## src/rtl/cart_dma_pkg.sv

```systemverilog
package cart_dma_pkg;

    typedef enum logic [1:0] {
        WIN_NONE = 2'd0,
        WIN_SAVE = 2'd1,
        WIN_ROM  = 2'd2
    } win_e;

    typedef enum logic {
        DIR_TO_CART = 1'b0,
        DIR_TO_DRAM = 1'b1
    } dir_e;

    localparam logic [1:0] SEL_DRAM_ADDR   = 2'd0;
    localparam logic [1:0] SEL_CART_ADDR   = 2'd1;
    localparam logic [1:0] SEL_LEN_TO_CART = 2'd2;
    localparam logic [1:0] SEL_LEN_TO_DRAM = 2'd3;

    localparam logic [31:0] SAVE_LO = 32'h0800_0000;
    localparam logic [31:0] SAVE_HI = 32'h0801_0000;
    localparam logic [31:0] ROM_LO  = 32'h1000_0000;
    localparam logic [31:0] ROM_HI  = 32'h1FBF_FFFF;

    localparam int CART_OW = 28;

endpackage

```

## src/rtl/cart_dma_decode.sv

```systemverilog
module cart_dma_decode
    import cart_dma_pkg::*;
(
    input  logic [31:0]        addr,
    output win_e               win,
    output logic [CART_OW-1:0] off
);

    always_comb begin
        win = WIN_NONE;
        off = '0;
        if (addr >= SAVE_LO && addr <= SAVE_HI) begin
            win = WIN_SAVE;
            off = CART_OW'(addr - SAVE_LO);
        end else if (addr >= ROM_LO && addr <= ROM_HI) begin
            win = WIN_ROM;
            off = CART_OW'(addr - ROM_LO);
        end
    end

endmodule

```

## src/rtl/cart_dma_regs.sv

```systemverilog
module cart_dma_regs
    import cart_dma_pkg::*;
#(
    parameter int LEN_W = 24
) (
    input  logic             clk,
    input  logic             rst_n,
    input  logic             cfg_we,
    input  logic [1:0]       cfg_sel,
    input  logic [31:0]      cfg_wdata,
    input  logic             busy,
    output logic [31:0]      dram_addr,
    output logic [31:0]      cart_addr,
    output logic             req,
    output dir_e             req_dir,
    output logic [LEN_W-1:0] req_len
);

    typedef struct packed {
        logic [31:0] dram_addr;
        logic [31:0] cart_addr;
    } regs_t;

    regs_t regs_d, regs_q;

    always_comb begin
        regs_d  = regs_q;
        req     = 1'b0;
        req_dir = DIR_TO_CART;
        req_len = cfg_wdata[LEN_W-1:0];
        if (cfg_we && !busy) begin
            case (cfg_sel)
                SEL_DRAM_ADDR:   regs_d.dram_addr = cfg_wdata;
                SEL_CART_ADDR:   regs_d.cart_addr = cfg_wdata;
                SEL_LEN_TO_CART: req = 1'b1;
                default: begin
                    req     = 1'b1;
                    req_dir = DIR_TO_DRAM;
                end
            endcase
        end
    end

    always_ff @(posedge clk) begin
        if (!rst_n) regs_q <= '0;
        else        regs_q <= regs_d;
    end

    assign dram_addr = regs_q.dram_addr;
    assign cart_addr = regs_q.cart_addr;


    locked_while_busy_chk: assert property (@(posedge clk) disable iff (!rst_n)
        (busy && cfg_we) |=> ($stable(dram_addr) && $stable(cart_addr)));

endmodule

```

## src/rtl/cart_dma_mover.sv

```systemverilog
module cart_dma_mover
    import cart_dma_pkg::*;
#(
    parameter int DRAM_BYTES = 8388608,
    parameter int ROM_BYTES  = 16777216,
    parameter int LEN_W      = 24,
    localparam int DRAM_AW   = $clog2(DRAM_BYTES)
) (
    input  logic               clk,
    input  logic               rst_n,
    input  logic               req,
    input  dir_e               req_dir,
    input  logic [LEN_W-1:0]   req_len,
    input  logic [31:0]        dram_base,
    input  win_e               win,
    input  logic [CART_OW-1:0] cart_base,
    output logic               busy,
    output logic               irq,
    output logic               dram_en,
    output logic               dram_we,
    output logic [DRAM_AW-1:0] dram_addr,
    output logic [7:0]         dram_wdata,
    input  logic [7:0]         dram_rdata,
    output logic               cart_en,
    output logic               cart_we,
    output logic               cart_rom,
    output logic [CART_OW-1:0] cart_off,
    output logic [7:0]         cart_wdata,
    input  logic [7:0]         cart_rdata
);

    localparam logic [DRAM_AW-1:0] D_SWZ = DRAM_AW'(3);
    localparam logic [CART_OW-1:0] C_SWZ = CART_OW'(3);

    typedef struct packed {
        logic               run;
        dir_e               dir;
        logic               rom;
        logic               all_issued;
        logic [LEN_W-1:0]   idx;
        logic [LEN_W-1:0]   last;
        logic [DRAM_AW-1:0] dram_base;
        logic [CART_OW-1:0] cart_base;
        logic               pend;
        logic               pend_zero;
        logic [DRAM_AW-1:0] pend_dram;
        logic [CART_OW-1:0] pend_cart;
        logic               irq;
    } mv_t;

    mv_t mv_d, mv_q;

    logic [DRAM_AW-1:0] d_lin;
    logic [CART_OW-1:0] c_lin;
    logic               zero_byte;
    logic               issuing;
    logic [32:0]        span_end;
    logic               fits;
    logic               copy_ok;

    always_comb begin
        mv_d     = mv_q;
        mv_d.irq = 1'b0;

        d_lin     = mv_q.dram_base + DRAM_AW'(mv_q.idx);
        c_lin     = mv_q.cart_base + CART_OW'(mv_q.idx);
        zero_byte = mv_q.rom && (32'(c_lin) >= 32'(ROM_BYTES));
        issuing   = mv_q.run && !mv_q.all_issued;

        span_end = {1'b0, dram_base} + 33'(req_len) + 33'd1;
        fits     = span_end <= 33'(DRAM_BYTES);
        copy_ok  = fits && ((req_dir == DIR_TO_DRAM && win != WIN_NONE) ||
                            (req_dir == DIR_TO_CART && win == WIN_SAVE));

        dram_en    = 1'b0;
        dram_we    = 1'b0;
        dram_addr  = '0;
        dram_wdata = '0;
        cart_en    = 1'b0;
        cart_we    = 1'b0;
        cart_rom   = 1'b0;
        cart_off   = '0;
        cart_wdata = '0;

        // read side: issue byte idx
        if (issuing) begin
            if (mv_q.dir == DIR_TO_DRAM) begin
                cart_en  = !zero_byte;
                cart_rom = mv_q.rom;
                cart_off = c_lin ^ C_SWZ;
            end else begin
                dram_en   = 1'b1;
                dram_addr = d_lin ^ D_SWZ;
            end
        end

        // write side: retire the byte read one cycle earlier
        if (mv_q.pend) begin
            if (mv_q.dir == DIR_TO_DRAM) begin
                dram_en    = 1'b1;
                dram_we    = 1'b1;
                dram_addr  = mv_q.pend_dram;
                dram_wdata = mv_q.pend_zero ? 8'h00 : cart_rdata;
            end else begin
                cart_en    = 1'b1;
                cart_we    = 1'b1;
                cart_rom   = 1'b0;
                cart_off   = mv_q.pend_cart;
                cart_wdata = dram_rdata;
            end
        end

        mv_d.pend      = issuing;
        mv_d.pend_zero = zero_byte;
        mv_d.pend_dram = d_lin ^ D_SWZ;
        mv_d.pend_cart = c_lin ^ C_SWZ;

        if (issuing) begin
            mv_d.idx = mv_q.idx + 1'b1;
            if (mv_q.idx == mv_q.last) mv_d.all_issued = 1'b1;
        end

        if (mv_q.run && mv_q.all_issued) begin
            mv_d.run  = 1'b0;
            mv_d.irq  = 1'b1;
            mv_d.pend = 1'b0;
        end

        if (!mv_q.run && req) begin
            mv_d.run        = 1'b1;
            mv_d.dir        = req_dir;
            mv_d.rom        = (win == WIN_ROM);
            mv_d.idx        = '0;
            mv_d.last       = req_len;
            mv_d.dram_base  = dram_base[DRAM_AW-1:0];
            mv_d.cart_base  = cart_base;
            mv_d.all_issued = !copy_ok;
            mv_d.pend       = 1'b0;
        end
    end

    always_ff @(posedge clk) begin
        if (!rst_n) mv_q <= '0;
        else        mv_q <= mv_d;
    end

    assign busy = mv_q.run;
    assign irq  = mv_q.irq;


    irq_single_pulse_chk: assert property (@(posedge clk) disable iff (!rst_n)
        irq |=> !irq);


    irq_with_busy_fall_chk: assert property (@(posedge clk) disable iff (!rst_n)
        irq |-> $fell(busy));


    busy_from_request_chk: assert property (@(posedge clk) disable iff (!rst_n)
        $rose(busy) |-> $past(req));


    rom_read_only_chk: assert property (@(posedge clk) disable iff (!rst_n)
        (cart_en && cart_rom) |-> !cart_we);


    no_restart_while_busy_chk: assert property (@(posedge clk) disable iff (!rst_n)
        (busy && !irq && $past(busy)) |-> $stable(mv_q.last));

endmodule

```

## src/rtl/cart_dma_engine.sv

```systemverilog
module cart_dma_engine
    import cart_dma_pkg::*;
#(
    parameter int DRAM_BYTES = 8388608,
    parameter int ROM_BYTES  = 16777216,
    parameter int LEN_W      = 24,
    localparam int DRAM_AW   = $clog2(DRAM_BYTES)
) (
    input  logic               clk,
    input  logic               rst_n,
    input  logic               cfg_we,
    input  logic [1:0]         cfg_sel,
    input  logic [31:0]        cfg_wdata,
    output logic [31:0]        dram_addr_rb,
    output logic [31:0]        cart_addr_rb,
    output logic               busy,
    output logic               irq,
    output logic               dram_en,
    output logic               dram_we,
    output logic [DRAM_AW-1:0] dram_addr,
    output logic [7:0]         dram_wdata,
    input  logic [7:0]         dram_rdata,
    output logic               cart_en,
    output logic               cart_we,
    output logic               cart_rom,
    output logic [27:0]        cart_off,
    output logic [7:0]         cart_wdata,
    input  logic [7:0]         cart_rdata
);

    logic               req;
    dir_e               req_dir;
    logic [LEN_W-1:0]   req_len;
    win_e               win;
    logic [CART_OW-1:0] win_off;

    cart_dma_regs #(.LEN_W(LEN_W)) u_regs (
        .clk       (clk),
        .rst_n     (rst_n),
        .cfg_we    (cfg_we),
        .cfg_sel   (cfg_sel),
        .cfg_wdata (cfg_wdata),
        .busy      (busy),
        .dram_addr (dram_addr_rb),
        .cart_addr (cart_addr_rb),
        .req       (req),
        .req_dir   (req_dir),
        .req_len   (req_len)
    );

    cart_dma_decode u_decode (
        .addr (cart_addr_rb),
        .win  (win),
        .off  (win_off)
    );

    cart_dma_mover #(
        .DRAM_BYTES (DRAM_BYTES),
        .ROM_BYTES  (ROM_BYTES),
        .LEN_W      (LEN_W)
    ) u_mover (
        .clk        (clk),
        .rst_n      (rst_n),
        .req        (req),
        .req_dir    (req_dir),
        .req_len    (req_len),
        .dram_base  (dram_addr_rb),
        .win        (win),
        .cart_base  (win_off),
        .busy       (busy),
        .irq        (irq),
        .dram_en    (dram_en),
        .dram_we    (dram_we),
        .dram_addr  (dram_addr),
        .dram_wdata (dram_wdata),
        .dram_rdata (dram_rdata),
        .cart_en    (cart_en),
        .cart_we    (cart_we),
        .cart_rom   (cart_rom),
        .cart_off   (cart_off),
        .cart_wdata (cart_wdata),
        .cart_rdata (cart_rdata)
    );

endmodule

```

## config.mk

```make
export PLATFORM = sky130hd
export DESIGN_NAME = cart_dma_engine
export DESIGN_NICKNAME = d
export VERILOG_FILES = /design/src/rtl/cart_dma_pkg.sv /design/src/rtl/cart_dma_decode.sv /design/src/rtl/cart_dma_regs.sv /design/src/rtl/cart_dma_mover.sv /design/src/rtl/cart_dma_engine.sv
export SDC_FILE = /design/constraint.sdc
export NUM_CORES = 1
export LEC_CHECK = 0
export ABC_CLOCK_PERIOD_IN_PS = 3100
export CAP_MARGIN = 10
export CELL_PAD_IN_SITES_DETAIL_PLACEMENT = 0
export CELL_PAD_IN_SITES_GLOBAL_PLACEMENT = 1
export CORE_ASPECT_RATIO = 0.75
export CORE_MARGIN = 3
export CORE_UTILIZATION = 37
export DETAILED_ROUTE_END_ITERATION = 10
export PLACE_DENSITY = 0.86
export SYNTH_ARGS = -nofsm -noshare
export SYNTH_HDL_FRONTEND = slang
export SYNTH_SLANG_ARGS = --single-unit
```

## constraint.sdc

```tcl
create_clock -name clk -period 3.1 [get_ports clk]
set_input_delay 0.62 -clock clk [delete_from_list [all_inputs] [get_ports clk]]
set_output_delay 0.62 -clock clk [all_outputs]
set_load 0.02 [all_outputs]
```

==> flow_summary.ini, run 1 <==
[grt]
grt.total_usage_pct = 23.0
grt_max_degree = 66
grt.overflow.total = 0
grt_pass1_wl_mm = 63.6
antenna_found_initial = 0
grt_pass1_vias = 11700

[routing]
drc_errors = 0
final_antenna_net_count = 0
m1WireLength_mm = 19.9
top_layer_used = met4
routed-via-count = 12100
wl_met2_mm = 18.1
wl_met3_mm = 2.88
dr.pass1.iters = 5
wl_per_cell_um = 18.2
vias_per_cell = 5.27
wl_mm = 41.8
drt_iter0_markers = 854

[floorplan]
io-pin-count = 191
num_rows = 56
placeableCoreArea_mm2 = 0.0315
die_h_um = 162
initial_core_util_pct = 37.9
dieArea_mm2 = 0.0345
die-width_um = 213

[setup_path]
worstSetupStartpoint = u_mover.mv_q[129]$_SDFFE_PP0P_
r2r_start = u_regs.dram_addr[4]$_SDFFE_PN0P_
cp-start-kind = register
cp_max_fo = 3
worst_r2r_path_depth = 11
critical-path-max-stage-delay_ns = 0.36
crit_slowest_cell = dfxtp_4
rr_endpoint = u_mover.mv_q[153]$_SDFFE_PN0P_
cp_cell_sequence = buf_4 > ha_4 > inv_2 > fa_2 > nor2b_1 > o21a_1 > o21ai_2 > a21oi_2 > o21ai_2 > a21oi_2 > buf_4 > o21ai_4 > o22ai_2 > xor2_1 > a22o_1 > buf_6
end_kind = primary output
required_ns = 2.48
path_class = register to primary output
cpLargestDelayFamily = compound AO/OA/AOI/OAI gates
reg2reg_slack_ns = 0.03
crit_buf_inv = 4
critPathArrivalTime_ns = 3.31

[timing]
max_slew.worst_pin.slew_ns = 0.724
final-hold-violation-count = 0
finClkSkew_ns = 0.0160
rsz0062_at_grt = true
drv_slew = 0
period_needed_ns = 3.93
finalSetupTns_ns = -22.42
worst_slack_ns = -0.834
post-route-period-util_pct = 127
slew-limit-headroom_pct = 51.3
setup_viol_count_final = 41
max_freq_ghz = 0.254

[power]
netSwitchingPower_uw = 1700
clkPwrFrac_pct = 44.3
power_frac_seq_pct = 43.8
internal_power_uw = 5030
p_leak_uw = 0.00790
power.share.switching_pct = 25.3
ir_drop_v = 0.000310
p_comb_share_pct = 11.9
p_per_area_mw_per_mm2 = 368

[logic_synthesis]
netlist_area_mm2 = 0.0119
ys_seq_area_share_pct = 37.0
async_flop_share_pct = 0
yosysTopAreaCell = dfxtp_1
ys_seq_elements = 221
synth_top_area_share_pct = 37.0
synthCells = 1430
synth_flop_cell = dfxtp_1
synth_nets = 1556
synth_warnings = 0
yosysUniqueCellTypes = 62
synth.area.top_cells = dfxtp_1, nand2_1, ha_1
syn_avg_cell_area_um2 = 8.35
synth_edf_count = 0

[clocking]
hold_buffers = 0
cts_tree = built
clk_path_buf_depth = 3
cts-root-buf = clkbuf_16
insertion_delay_ns = 0.53
clk_pin_slew_ns = 0.06
htreeDepth = 1
cts_inserted_buffers = 25
clkSinkCount = 221

[placement]
dp_hpwl_mm = 31.0
place_area_mm2 = 0.0163
dp.cells = 2215
port_buffers = 190
place_congestion = 0.905

[cells_and_area]
syn_to_final_growth_pct = 53.1
stdcell_count = 2300
drive_gt1_share_pct = 28.7
stdcell_area_mm2 = 0.0183
diodes = 0
fin_nets = 2002

[hold_path]
hp-start = u_mover.mv_q[122]$_SDFFE_PN0P_
min_to = u_mover.mv_q[122]$_SDFFE_PN0P_
hold_depth = 2
min_path_type = register to register

[job]
cap_violations = 0

[outcome]
violations = setup timing
outcome = finished, violations left
## worst register-to-register path, cell delays in order (launching register included)
cell,delay (ns)
dfxtp_2,0.36
ha_4,0.20
a211o_1,0.25
nand2_1,0.07
nand4_1,0.17
or4_1,0.50
or4_4,0.44
a2111oi_4,0.27
nand4_1,0.16
nor4b_2,0.26
a41o_1,0.20
a31oi_1,0.07
## placed cells by master (no fill, tap or decap), types with 6 or more instances in the layout
cell type,count
o21bai_1,7
nand2_1,280
or3_1,10
o21a_1,6
a21oi_1,40
and2_1,65
a21boi_0,115
nor2_1,56
nand2b_1,8
buf_6,54
buf_12,7
xor2_1,46
ha_1,48
nor2b_1,13
ha_4,19
o211ai_1,7
inv_1,15
buf_4,280
nor3_1,18
o21ai_2,11
a21oi_2,24
dlygate4sd2_1,13
clkdlybuf4s50_1,124
dfxtp_2,13
nor4_1,12
dfxtp_1,206
clkbuf_16,25
a31oi_1,6
and3_1,13
xnor2_1,31
o21ai_0,32
nand3_1,19
xnor2_2,13
o21ai_1,6
xor2_2,6
clkinv_2,7
a22o_1,69
nand4_1,18
a21o_1,28
## worst max-delay path by stage
stage | to | slack [ns] | cells after the start
2_1_floorplan | dram_addr[22] | -0.04 | 12
3_3_place_gp | u_mover.mv_q[153]$_SDFFE_PN0P_ | -0.87 | 12
3_5_place_dp | u_mover.mv_q[153]$_SDFFE_PN0P_ | -0.91 | 12
4_1_cts | dram_addr[22] | -0.80 | 14
5_1_grt | cart_off[24] | -1.0 | 16
6_report | cart_off[24] | -0.83 | 16
## cells in the mapped netlist, drive strengths merged (4+ instances only)
cell,n
a22o,69
a211oi,6
dfxtp,221
o21bai,7
nor3,21
a21o,29
o21ai,52
and2,67
buf,6
nor2,60
and4,4
nand3,21
nand4,18
ha,71
a21oi,66
xor2,52
clkbuf,64
or3,12
xnor2,49
inv,17
nand2b,12
nand2,285
a21boi,117
and3,14
a31oi,10
nor2b,15
o211ai,8
nor4,13
o21a,6
## metrics by stage
step	hold WS (ns)	setup WS, ns	utilization (%)	total power, µW
3_3_place_gp	0.463	-0.871	51.6	3780
2_1_floorplan	0.448	-0.0409	-	3380
4_1_cts	0.478	-0.799	56.8	6780
3_5_place_dp	0.470	-0.914	51.6	3790
6_report	0.475	-0.834	58.0	6730
5_1_grt	0.494	-0.996	58.0	6960
## logic make-up (layout without fill, tap and decap cells)
| family | count (synthesis) | count (layout) | share of synthesized area [%] |
|---|---|---|---|
| DFF | 221 | 221 | 37.0 |
| muxes | 1 | 1 | 0.0838 |
| AOI/OAI and AO/OA | 395 | 395 | 23.4 |
| and+or+nand+nor | 552 | 552 | 21.6 |
| xor gates and xnor gates | 101 | 101 | 7.40 |
| adders and majority gates | 73 | 73 | 7.77 |
| buffers and inverters | 87 | 551 | 2.77 |
## flip-flops by register name, summed over array words and instances (netlist names)
name and cells:
u_mover.busy 1, u_mover.irq 1, u_mover.mv_q 155, u_regs.cart_addr 32
u_regs.dram_addr 32
## power groups by stage
stage / Sequential (µW) / Clock, µW / Combinational (µW)
floorplan: 3030 / 0 / 351
global placement: 3010 / 0 / 764
detailed placement: 3010 / 0 / 774
CTS: 2950 / 3040 / 789
global route: 2960 / 3140 / 866
finish: 2950 / 2980 / 800
## metal layers
layer	global-route usage [%]	vias to the layer above
met5	0	-
met4	5.91	0
met3	3.51	64
met2	35.1	399
met1	34.0	5751
li1	-	5913
## final cells by class
class / instances / area [µm²]
clock inverter: 11 / 111
sequential: 221 / 4450
fill: 2771 / 13200
multi-input combinational: 1122 / 8140
clock buffer: 34 / 709
timing repair buffer: 489 / 4300
inverter: 17 / 66.3
tap: 406 / 508
## repair_timing
item / 4_1_cts / 5_1_grt
pin swaps: 90 / 74
endpoints found under the setup margin: 54 / 51
hold endpoints to repair: 0 / 0
buffers inserted: 33 / 18
gates resized for setup: 387 / 70
No activity file was read; power rests on OpenSTA's default activity.
==> inputs of run 2 (changes only) <==
- REMOVE_ABC_BUFFERS: default -> 1
==> run 2 against run 1 <==
The run still ends with setup timing left. Clock skew down 0.0026 ns. Design area up 0.90%. Maximum frequency up 0.87%. Sequential power about the same. Power up 2.4%. Sequential cell count unchanged. Clock-buffer cell count down 3. Largest cell class unchanged. Largest power group unchanged. Highest routed layer unchanged.
==> flow_summary.ini, run 2 (same netlist as run 1, synthesis figures left out) <==
[power]
p_per_area_mw_per_mm2 = 374
p_leak_uw = 0.00794
ir_drop_v = 0.000387

[timing]
finClkSkew_ns = 0.0134
hold_ws_ns = 0.476
period_needed_ns = 3.90
final-hold-violation-count = 0
drv_slew = 0
rsz0062_at_grt = true
max_slew.worst_pin.slew_ns = 0.826
slew-limit-headroom_pct = 44.9
post-route-period-util_pct = 126
worst_slack_ns = -0.800
setup_viol_count_final = 42
max_freq_ghz = 0.256

[cells_and_area]
final_cell_mix = buf_4, nand2_1, dfxtp_1
top_register = u_mover.mv_q
fill_cells = 2754
diodes = 0
layout_commonest_cell = buf_4
syn_to_final_growth_pct = 54.4
seq_area_mm2 = 0.00447
stdcell_count = 2305
multi_input_area_mm2 = 0.00826
drive_gt1_share_pct = 29.6
fin_nets = 2007
stdcell_area_mm2 = 0.0184
largest_reg_flops = 155

[floorplan]
initial_core_util_pct = 37.9
die_h_um = 162
placeableCoreArea_mm2 = 0.0315
num_rows = 56
dieArea_mm2 = 0.0345
die-width_um = 213
io-pin-count = 191

[grt]
antenna_found_initial = 0
grt.total_usage_pct = 24.1
use_met1_pct = 35.8
grt_busiest_layer = met2
grt_use_met2_pct = 37.3
use_met3_pct = 3.86
grt_pass1_vias = 11700
grt_max_degree = 92
grt_pass1_wl_mm = 66.0
grt.overflow.total = 0

[outcome]
violations = setup timing
outcome = finished, violations left

[hold_path]
min_path_type = register to register
hold_depth = 2

[routing]
vias_per_cell = 5.29
drt_iter0_markers = 955
drc_errors = 0
routed-via-count = 12200
wl_mm = 44.0
dr.pass1.iters = 5
wl_per_cell_um = 19.1
final_antenna_net_count = 0

[setup_path]
required_ns = 2.48
critPathArrivalTime_ns = 3.28
cp-start-kind = register
path_class = register to primary output
cp_max_fo = 3
end_kind = primary output
worst_r2r_path_depth = 12

[clocking]
htreeDepth = 1
clk_pin_slew_ns = 0.06
clk_path_buf_depth = 3
cts_tree = built
insertion_delay_ns = 0.55
cts-root-buf = clkbuf_16
clkSinkCount = 221
hold_buffers = 0
cts_inserted_buffers = 25

[job]
cap_violations = 0

[placement]
port_buffers = 190
dp_hpwl_mm = 31.8
dp.cells = 2228
place_area_mm2 = 0.0162
place_ws_ns = -1.14
place_congestion = 0.930
run 2: cell count changes in the layout (fill, tap and decap cells not counted), sizes merged:
cell / delta
buf: +3
inv: +3
dlymetal6s2s: -1
clkinv: -3
clkbuf: -4
clkdlybuf4s50: -1
clkdlybuf4s15: +5
bufinv: +2
clkinvlp: +1
run 2: final timing paths:
check | start | endpoint | slack [ns]
setup / recovery | u_mover.mv_q[129]$_SDFFE_PP0P_ | dram_addr[22] | -0.80
hold / removal | u_mover.mv_q[93]$_SDFFE_PN0P_ | u_mover.mv_q[93]$_SDFFE_PN0P_ | 0.48
setup reg to reg | u_regs.dram_addr[16]$_SDFFE_PN0P_ | u_mover.mv_q[153]$_SDFFE_PN0P_ | -0.03
hold reg to reg | u_mover.mv_q[93]$_SDFFE_PN0P_ | u_mover.mv_q[93]$_SDFFE_PN0P_ | 0.48
run 2: final cells by class:
cell class              instances  share of cell area, %
clock buffers                  31                   3.57
repair buffers                494                   23.2
well taps                     406                   2.75
flip-flops and latches        221                   24.2
clock inverters                14                   1.09
multi-input cells            1122                   44.8
inverters                      17                  0.346
run 2: report_power, final:
group | internal (µW) | switching (µW) | total, µW
Combinational | 375 | 425 | 800
Sequential | 2890 | 57.6 | 2950
Clock | 1860 | 1290 | 3150
Total | 5130 | 1770 | 6900
run 2: worst max-delay path: stages, from the launching register on:
cell and delay (ns):
dfxtp_4 0.36, ha_4 0.16, fa_2 0.33, a211o_1 0.31, a21oi_2 0.22, o21ai_2 0.10
a21boi_2 0.18, o31a_1 0.20, a21oi_2 0.07, a21o_1 0.18, a21oi_2 0.19, xnor2_2 0.09
a22o_1 0.21, buf_6 0.13
run 2: routing by layer:
layer,vias up,wire length [µm]
li1,5930,-
met2,392,19200
met3,61,2740
met5,-,0
met1,5819,21300
met4,0,731
run 2: metrics by stage:
stage	total power [µW]	setup TNS, ns	util, %
after floorplan	3330	-6.81	-
after global placement	3760	-20.95	51.3
after detailed placement	3770	-23.28	51.3
after CTS	6920	-17.55	57.1
after global routing	7120	-24.74	58.5
final	6900	-20.06	58.5
run 2: what timing repair did:
| action | CTS | global route |
|---|---|---|
| resized for setup | 446 | 75 |
| setup endpoints to repair | 60 | 47 |
| buffers inserted | 27 | 17 |
| pin swaps | 120 | 84 |
